File: src/rtl/arf_pkg.sv
package arf_pkg;
  localparam int AW = 6;
  localparam logic [AW-1:0] A_ID0  = 6'h00;
  localparam logic [AW-1:0] A_ID1  = 6'h01;
  localparam logic [AW-1:0] A_VER  = 6'h02;
  localparam logic [AW-1:0] A_CTRL = 6'h08;
  localparam logic [AW-1:0] A_STAT = 6'h09;
  localparam logic [AW-1:0] A_SCAL = 6'h20;
  localparam logic [AW-1:0] A_RESX = 6'h28;
  localparam logic [AW-1:0] A_RESY = 6'h30;
  localparam int GO_BIT    = 1;
  localparam int VALID_BIT = 1;
endpackage

File: src/rtl/arf_launch.sv
module arf_launch #(
  parameter int GO = 1
) (
  input  logic clk,
  input  logic rst,
  input  logic ctrl_wr,
  input  logic go_in,
  input  logic done,
  output logic go_q,
  output logic busy_q,
  output logic valid_q,
  output logic start_q,
  output logic capture
);
  logic fire;

  assign fire    = ctrl_wr & go_in & ~go_q & ~busy_q;
  assign capture = done & busy_q & ~fire;

  always_ff @(posedge clk) begin
    if (rst) begin
      go_q    <= 1'b0;
      busy_q  <= 1'b0;
      valid_q <= 1'b0;
      start_q <= 1'b0;
    end else begin
      if (ctrl_wr) go_q <= go_in;
      start_q <= fire;
      if (fire) begin
        busy_q  <= 1'b1;
        valid_q <= 1'b0;
      end else if (capture) begin
        busy_q  <= 1'b0;
        valid_q <= 1'b1;
      end
    end
  end
endmodule

File: src/rtl/arf_opbuf.sv
module arf_opbuf #(
  parameter int DW     = 32,
  parameter int NWORDS = 8,
  localparam int IDXW  = $clog2(NWORDS)
) (
  input  logic                 clk,
  input  logic                 rst,
  input  logic                 wr,
  input  logic [IDXW-1:0]      idx,
  input  logic [DW-1:0]        wdata,
  output logic [DW*NWORDS-1:0] vec
);
  for (genvar w = 0; w < NWORDS; w++) begin : g_word
    always_ff @(posedge clk) begin
      if (rst)                                     vec[w*DW +: DW] <= '0;
      else if (wr && idx == IDXW'(w))              vec[w*DW +: DW] <= wdata;
    end
  end
endmodule

File: src/rtl/arf_resbuf.sv
module arf_resbuf #(
  parameter int W = 256
) (
  input  logic         clk,
  input  logic         rst,
  input  logic         cap,
  input  logic [W-1:0] din,
  output logic [W-1:0] dout
);
  always_ff @(posedge clk) begin
    if (rst)      dout <= '0;
    else if (cap) dout <= din;
  end
endmodule

File: src/rtl/accel_regfront.sv
module accel_regfront
  import arf_pkg::*;
#(
  parameter int          DW       = 32,
  parameter int          NWORDS   = 8,
  parameter logic [31:0] ID_WORD0 = 32'h61636365,
  parameter logic [31:0] ID_WORD1 = 32'h6c667274,
  parameter logic [31:0] VERSION  = 32'h00010003,
  localparam int         OPW      = DW * NWORDS,
  localparam int         IDXW     = $clog2(NWORDS)
) (
  input  logic           clk,
  input  logic           rst,
  input  logic           host_cs,
  input  logic           host_we,
  input  logic [AW-1:0]  host_addr,
  input  logic [DW-1:0]  host_wdata,
  output logic [DW-1:0]  host_rdata,
  output logic           eng_start,
  input  logic           eng_done,
  output logic [OPW-1:0] eng_scalar,
  input  logic [OPW-1:0] eng_res_x,
  input  logic [OPW-1:0] eng_res_y
);
  logic                 wr, rd;
  logic [AW-IDXW-1:0]   region;
  logic [IDXW-1:0]      idx;
  logic                 sel_scal, sel_resx, sel_resy;
  logic                 go_q, busy_q, valid_q, capture;
  logic [OPW-1:0]       resx_q, resy_q;
  logic [DW-1:0]        rd_next;

  assign wr       = host_cs & host_we;
  assign rd       = host_cs & ~host_we;
  assign region   = host_addr[AW-1:IDXW];
  assign idx      = host_addr[IDXW-1:0];
  assign sel_scal = region == A_SCAL[AW-1:IDXW];
  assign sel_resx = region == A_RESX[AW-1:IDXW];
  assign sel_resy = region == A_RESY[AW-1:IDXW];

  arf_launch #(.GO(GO_BIT)) u_launch (
    .clk     (clk),
    .rst     (rst),
    .ctrl_wr (wr && host_addr == A_CTRL),
    .go_in   (host_wdata[GO_BIT]),
    .done    (eng_done),
    .go_q    (go_q),
    .busy_q  (busy_q),
    .valid_q (valid_q),
    .start_q (eng_start),
    .capture (capture)
  );

  arf_opbuf #(.DW(DW), .NWORDS(NWORDS)) u_scal (
    .clk   (clk),
    .rst   (rst),
    .wr    (wr && sel_scal && !busy_q),
    .idx   (idx),
    .wdata (host_wdata),
    .vec   (eng_scalar)
  );

  arf_resbuf #(.W(OPW)) u_resx (
    .clk (clk), .rst (rst), .cap (capture), .din (eng_res_x), .dout (resx_q)
  );

  arf_resbuf #(.W(OPW)) u_resy (
    .clk (clk), .rst (rst), .cap (capture), .din (eng_res_y), .dout (resy_q)
  );

  always_comb begin
    rd_next = '0;
    if (sel_scal)      rd_next = eng_scalar[int'(idx)*DW +: DW];
    else if (sel_resx) rd_next = resx_q[int'(idx)*DW +: DW];
    else if (sel_resy) rd_next = resy_q[int'(idx)*DW +: DW];
    else begin
      case (host_addr)
        A_ID0:   rd_next = ID_WORD0;
        A_ID1:   rd_next = ID_WORD1;
        A_VER:   rd_next = VERSION;
        A_CTRL:  rd_next[GO_BIT] = go_q;
        A_STAT:  rd_next[VALID_BIT] = valid_q;
        default: rd_next = '0;
      endcase
    end
  end

  always_ff @(posedge clk) begin
    if (rst)     host_rdata <= '0;
    else if (rd) host_rdata <= rd_next;
  end
endmodule

File: config.mk
export PLATFORM = sky130hd
export DESIGN_NAME = accel_regfront
export DESIGN_NICKNAME = d
export VERILOG_FILES = /design/src/rtl/arf_pkg.sv /design/src/rtl/arf_launch.sv /design/src/rtl/arf_opbuf.sv /design/src/rtl/arf_resbuf.sv /design/src/rtl/accel_regfront.sv
export SDC_FILE = /design/constraint.sdc
export NUM_CORES = 2
export LEC_CHECK = 0
export BUFFER_PORTS_ARGS = -buffer_cell sky130_fd_sc_hd__buf_2
export CORE_ASPECT_RATIO = 1.75
export CORE_UTILIZATION = 30
export DETAILED_ROUTE_END_ITERATION = 8
export GPL_ROUTABILITY_DRIVEN = 1
export SLEW_MARGIN = 20
export SYNTH_ARGS = -nofsm -noshare
export SYNTH_HDL_FRONTEND = slang
export SYNTH_HIERARCHICAL = 1
export SYNTH_SLANG_ARGS = --single-unit
File: constraint.sdc
create_clock -name clk -period 3.1 [get_ports clk]
set_input_delay 0 -clock clk [delete_from_list [all_inputs] [get_ports clk]]
set_output_delay 0 -clock clk [all_outputs]
set_load 0.05 [all_outputs]
* Word-level counts from Yosys, hierarchy flattened *
Cells that the tools add are included.

word-level totals
  bits in registers = 804
  bits of input ports = 555
  output and inout bits = 289
  logic and storage cells = 68

operators by class
  eq/ne operators = 14
  shifts and indexed selects = 3
  muxes and demuxes = 8
  bitwise operators = 11
  reductions and logical operators = 17

operator list
  cell                number
  $shiftx 256x9->32   3
  $mux 32             3
  $pmux 29 s3         1
  $eq 3x3->1 const B  7
  $eq 6x4->1 const B  2
  $logic_and 1x1->1   11
  $and 1x1->1         7
  $eq 3x2->1 const B  2
  $eq 6x1->1 const B  1
  $eq 6x2->1 const B  1
  $logic_not 6->1     1
  $not 1->1           4
  $reduce_or 2->1     2
  $eq 3x1->1 const B  1
  $logic_not 3->1     1
  $mux 1              3
  $pmux 1 s3          1
  $reduce_bool 2->1   1
  $logic_not 1->1     1

* Depth between registers and ports, before layout *
  depth after elaboration = 9
  gate-level depth with buffers = 10
  mapped depth without buffers = 5

* Modules after synthesis *
The synthesis kept the hierarchy.

modules (own cells, without submodules)
  module          times used  cells an instance  area each (sq um)  seq. area each (sq um)
  arf_resbuf      2           825                9322.7             5124.9
  arf_opbuf       1           906                10017.1            5124.9
  accel_regfront  1           683                7532.2             640.6
  arf_launch      1           14                 161.4              80.1

* Worst setup path before layout *
OpenSTA, ideal clock, no wires.

  kind = input-to-reg
  start = input host_addr[4]
  end = register u_scal.vec[21]
  library setup time = 0.129 ns
  arrival time = 2.078 ns
  data required time = 2.971 ns
  path slack = 0.893 ns
  cell stages on the path = 10
  path buffers = 6
  cell sequence = clkbuf_1 -> or3b_1 -> clkbuf_1 -> clkbuf_1 -> nor3_1 -> buf_2 -> or4b_4 -> buf_6 -> buf_8 -> mux2i_1

between the ends
  longest elaborated chain between the ends = 4

RTL lines
  element                          line                  source
  start: declaration               accel_regfront.sv:16  input logic [AW-1:0] host_addr,
  $eq 3x3->1                       accel_regfront.sv:37  assign sel_scal = region == A_SCAL[AW-1:IDXW];
  $logic_and 1x1->1 (2 in series)  accel_regfront.sv:57  .wr (wr && sel_scal && !busy_q),
  $logic_and 1x1->1                arf_opbuf.sv:16       else if (wr && idx == IDXW'(w)) vec[w*DW +: DW] <= wdata;
  end signal: indexed assignment   arf_opbuf.sv:16
  end: declaration                 arf_opbuf.sv:11       output logic [DW*NWORDS-1:0] vec

No other way between the ends.
A chain may end at the register's enable or synchronous reset.

* Worst setup path after layout *
  start = register u_launch.busy_q
  end = register u_resx.dout[176]

between the ends
  longest elaborated chain between the ends = 4
  elaborated cells between the ends (all ways) = 5
  those cells by class = 5 x bitwise

RTL lines
  element                   line                  source
  start: declaration        arf_launch.sv:10      output logic busy_q,
  start signal: assignment  arf_launch.sv:23      busy_q <= 1'b0;
  start signal: assignment  arf_launch.sv:30      busy_q <= 1'b1;
  start signal: assignment  arf_launch.sv:33      busy_q <= 1'b0;
  $not 1->1                 arf_launch.sv:17      assign fire = ctrl_wr & go_in & ~go_q & ~busy_q;
  $and 1x1->1               arf_launch.sv:17
  $not 1->1                 arf_launch.sv:18      assign capture = done & busy_q & ~fire;
  $and 1x1->1 *             arf_launch.sv:18
  net capture               accel_regfront.sv:29  logic go_q, busy_q, valid_q, capture;
  end signal: assignment    arf_resbuf.sv:12      else if (cap) dout <= din;
  end: declaration          arf_resbuf.sv:8       output logic [W-1:0] dout

The timed path passes the listed nets; every way through them passes the cells marked *.

==> summary.md <==
| Metric | Value |
|---|---|
| Status | `completed` |
| Post-route DRC violation count | `0` |
| Least-Margin Pin Slew | `between 900 and 1000 ps` |
| DR iter-0 viols | `between 2000 and 2500` |
| Clk sinks | `804` |
| Final setup vio count | `0` |
| FMAX | `0.406 GHz` |
| Fin crit share | `0.794` |
| Initial antenna violation count | `34` |
| Setup Skew | `46.1 ps` |
| CP max stage delay | `590 ps` |
| WL met1 | `~63 mm` |
| Syn Std Cell Area | `0.0364 sq mm` |
| Wire length on met3 | `12.1 mm` |
| Inserted Clock Buffers | `81` |
| Area of the multi-input gates | `0.0181 sq mm` |
| Post-cts resize count | `0` |
| Total wire length | `156 mm` |
| Slowest stage cell, crit path | `dlygate4sd3_1` |
| Synthesized area per cell | `11.2 sq um` |
| Die width | `265 microns` |
| Top-Level Pins | `844` |
| Most frequent cells in the layout | `mux2i_1, buf_2, dfxtp_1, dlygate4sd3_1, nor2_1` |
| Crit path cell chain | `and2_4, buf_4, mux2i_1, nor2_1, dlygate4sd3_1` |
| Arr. time, crit path | `just over 3000 ps` |
| Nets@finish | `5153` |
| Die height | `463 microns` |
| Sequential-to-total area share from yosys stat | `0.443` |
| Commonest non-fill, non-tap cell in the layout | `mux2i_1` |
| VDD IR-drop max | `0.425 mV` |
| Routability cong. | `0.899` |
| Worst setup margin | `639 ps` |
| Worst Setup Path Type | `register to register` |
| Vias in the first global route | `roughly 31000` |
| P_leak | `about 21 nW` |
| Distinct cells, synth | `between 40 and 50` |
| Share of the synthesized area in the top cell type | `0.443` |
| CP max FO | `21` |
| Total track usage | `0.246` |
| Fraction of registers with async set/reset | `0` |
| Core Rows | `168` |
| Yosys reg bits | `roughly 800` |
| Sequential cell area | `0.0161 sq mm` |
| Die area | `0.123 sq mm` |
| Top routing layer used | `met5` |
| Fin. Hold Viols | `0` |
| # H-tree levels | `3` |
| Ys Warns | `6` |
| Worst Path Required | `3660 ps` |
| Post-layout min period | `2460 ps` |
| Cell family contributing the most delay on the critical path | `buffers and inverters` |
| Cell taking the most area after synthesis | `dfxtp_1` |
| Area of the core | `0.120 sq mm` |
| Clock Latency Late Sink | `690 ps` |
| Vias | `30700` |
| Worst path bufs/invs | `2` |
| Area contributors post-synth | `dfxtp_1, mux2i_1, mux4_2, nor2_1, nand2b_1` |
| First-pass GRT wire length | `221 mm` |
| Vias per cell | `4.87` |
| Post-synth EDFFs | `0` |
| Area Growth Syn to Fin | `38.9%` |
| Hold-fix buffers at CTS | `583` |
| Share of layout cells above drive strength 1 | `0.289` |
| PwrDens | `between 400 and 500 mW/mm^2` |
| Critical Path Sink Type | `register` |
| RSZ-0062 raised after global routing | `false` |
| # fillers | `11400` |
| DP HPWL | `approximately 110 mm` |
| Worst-path clk slew | `70 ps` |
| Clk root buf | `clkbuf_16` |
| Setup_tns | `0 ps` |
| Routed len/inst | `24.8 microns` |
| Slew HR | `0.384` |
| Largest net degree at the start of global routing | `about 120` |
| Worst-case clock buffer depth | `3` |
| Initial core utilization | `0.303` |
| Initial DRT Pass Iterations | `5` |
| Met2 WL post-DR | `74.7 mm` |
| Startpoint Class | `register` |
| Antenna viol nets, final | `0` |
| Max_cap viols | `0` |
| DP Worst Slack | `around 480 ps` |
| Mapped Nets | `around 3800` |
| WHS | `87.6 ps` |
| Post-Syn Instances | `3253` |
| Pins over their slew limit | `0` |
| Main flop type after synthesis | `dfxtp_1` |
| Total grt overflow | `0` |
| PortBufs | `843` |
| Hold WC Path Type | `primary input to register` |
| Post-CTS setup buffers | `0` |
| CTS tree | `done` |
registers in the layout, summed over array words and instances (netlist names):
signal and flops:
u_launch/go_q 1, u_launch/valid_q 1, u_resy/dout 256, u_resx/dout 256, u_launch/start_q 1, u_scal/vec 256
host_rdata 32, u_launch/busy_q 1
power breakdown:
group          internal [mW]  switching [mW]
Sequential              10.4          0.0356
Clock                   5.87            4.61
Combinational           1.08            1.08
kinds of logic after synthesis:
group / share of synthesized area
mux: 0.350
simple gates: 0.129
flops: 0.443
buf+inv: 0.0626
compound gates: 0.0156
layer usage:
metal / global-route usage / up-vias
met5: 0 / -
met4: 0.104 / 16
met3: 0.0617 / 269
met2: 0.415 / 1311
met1: 0.295 / 15100
li1: - / 14000
final timing paths:
| kind | end | start | depth (start not counted) | slack [ps] |
|---|---|---|---|---|
| max reg2reg | u_resx/dout[176] | u_launch/busy_q | 5 | 640 |
| min reg2reg | u_resy/dout[215] | u_resy/dout[215] | 2 | 490 |
| min | u_resx/dout[155] | eng_res_x[155] | 4 | 90 |
| max | u_resx/dout[176] | u_launch/busy_q | 5 | 640 |
cell type report:
cell class,count,area share
diodes,21,0.00104
clock buffers,116,0.0475
clock inverters,31,0.00788
inverters,1,0.0000744
multi-input cells,2153,0.358
flip-flops and latches,804,0.319
well taps,1615,0.0400
repair buffers,1557,0.227
Yosys cell counts (2+ instances only):
cell and count:
nand3b_1 2, nand2b_1 293, clkbuf_1 117, nor3_1 74
nand2_1 2, mux2_2 77, buf_8 4, a221oi_1 2
nand4bb_1 3, a21oi_1 4, mux2i_1 842, nor4_1 14
buf_4 11, nor2_1 580, nor2b_1 4, buf_12 52
o22ai_1 67, a211oi_1 2, mux2_1 21, buf_1 10
o32ai_1 2, mux4_2 142, nand4b_1 3, buf_6 17
buf_2 84, o211ai_1 2, dfxtp_1 804
worst min-delay path, stage by stage:
cell,delay (ps)
dlygate4sd3_1,520
buf_2,90
mux2i_1,50
nor2_1,70
through the flow:
step                      cells  power (mW)  utilization  instance area, sq um
after floorplan            3253        11.4            -                 36400
after global placement     5547        12.2        0.348                 41800
after detailed placement   5547        12.2        0.348                 41800
after CTS                  6277        23.3        0.420                 50400
after global routing       6291        23.7        0.420                 50500
final                      6298        23.0        0.421                 50500
Note: power is estimated with default switching activity, not from simulation.
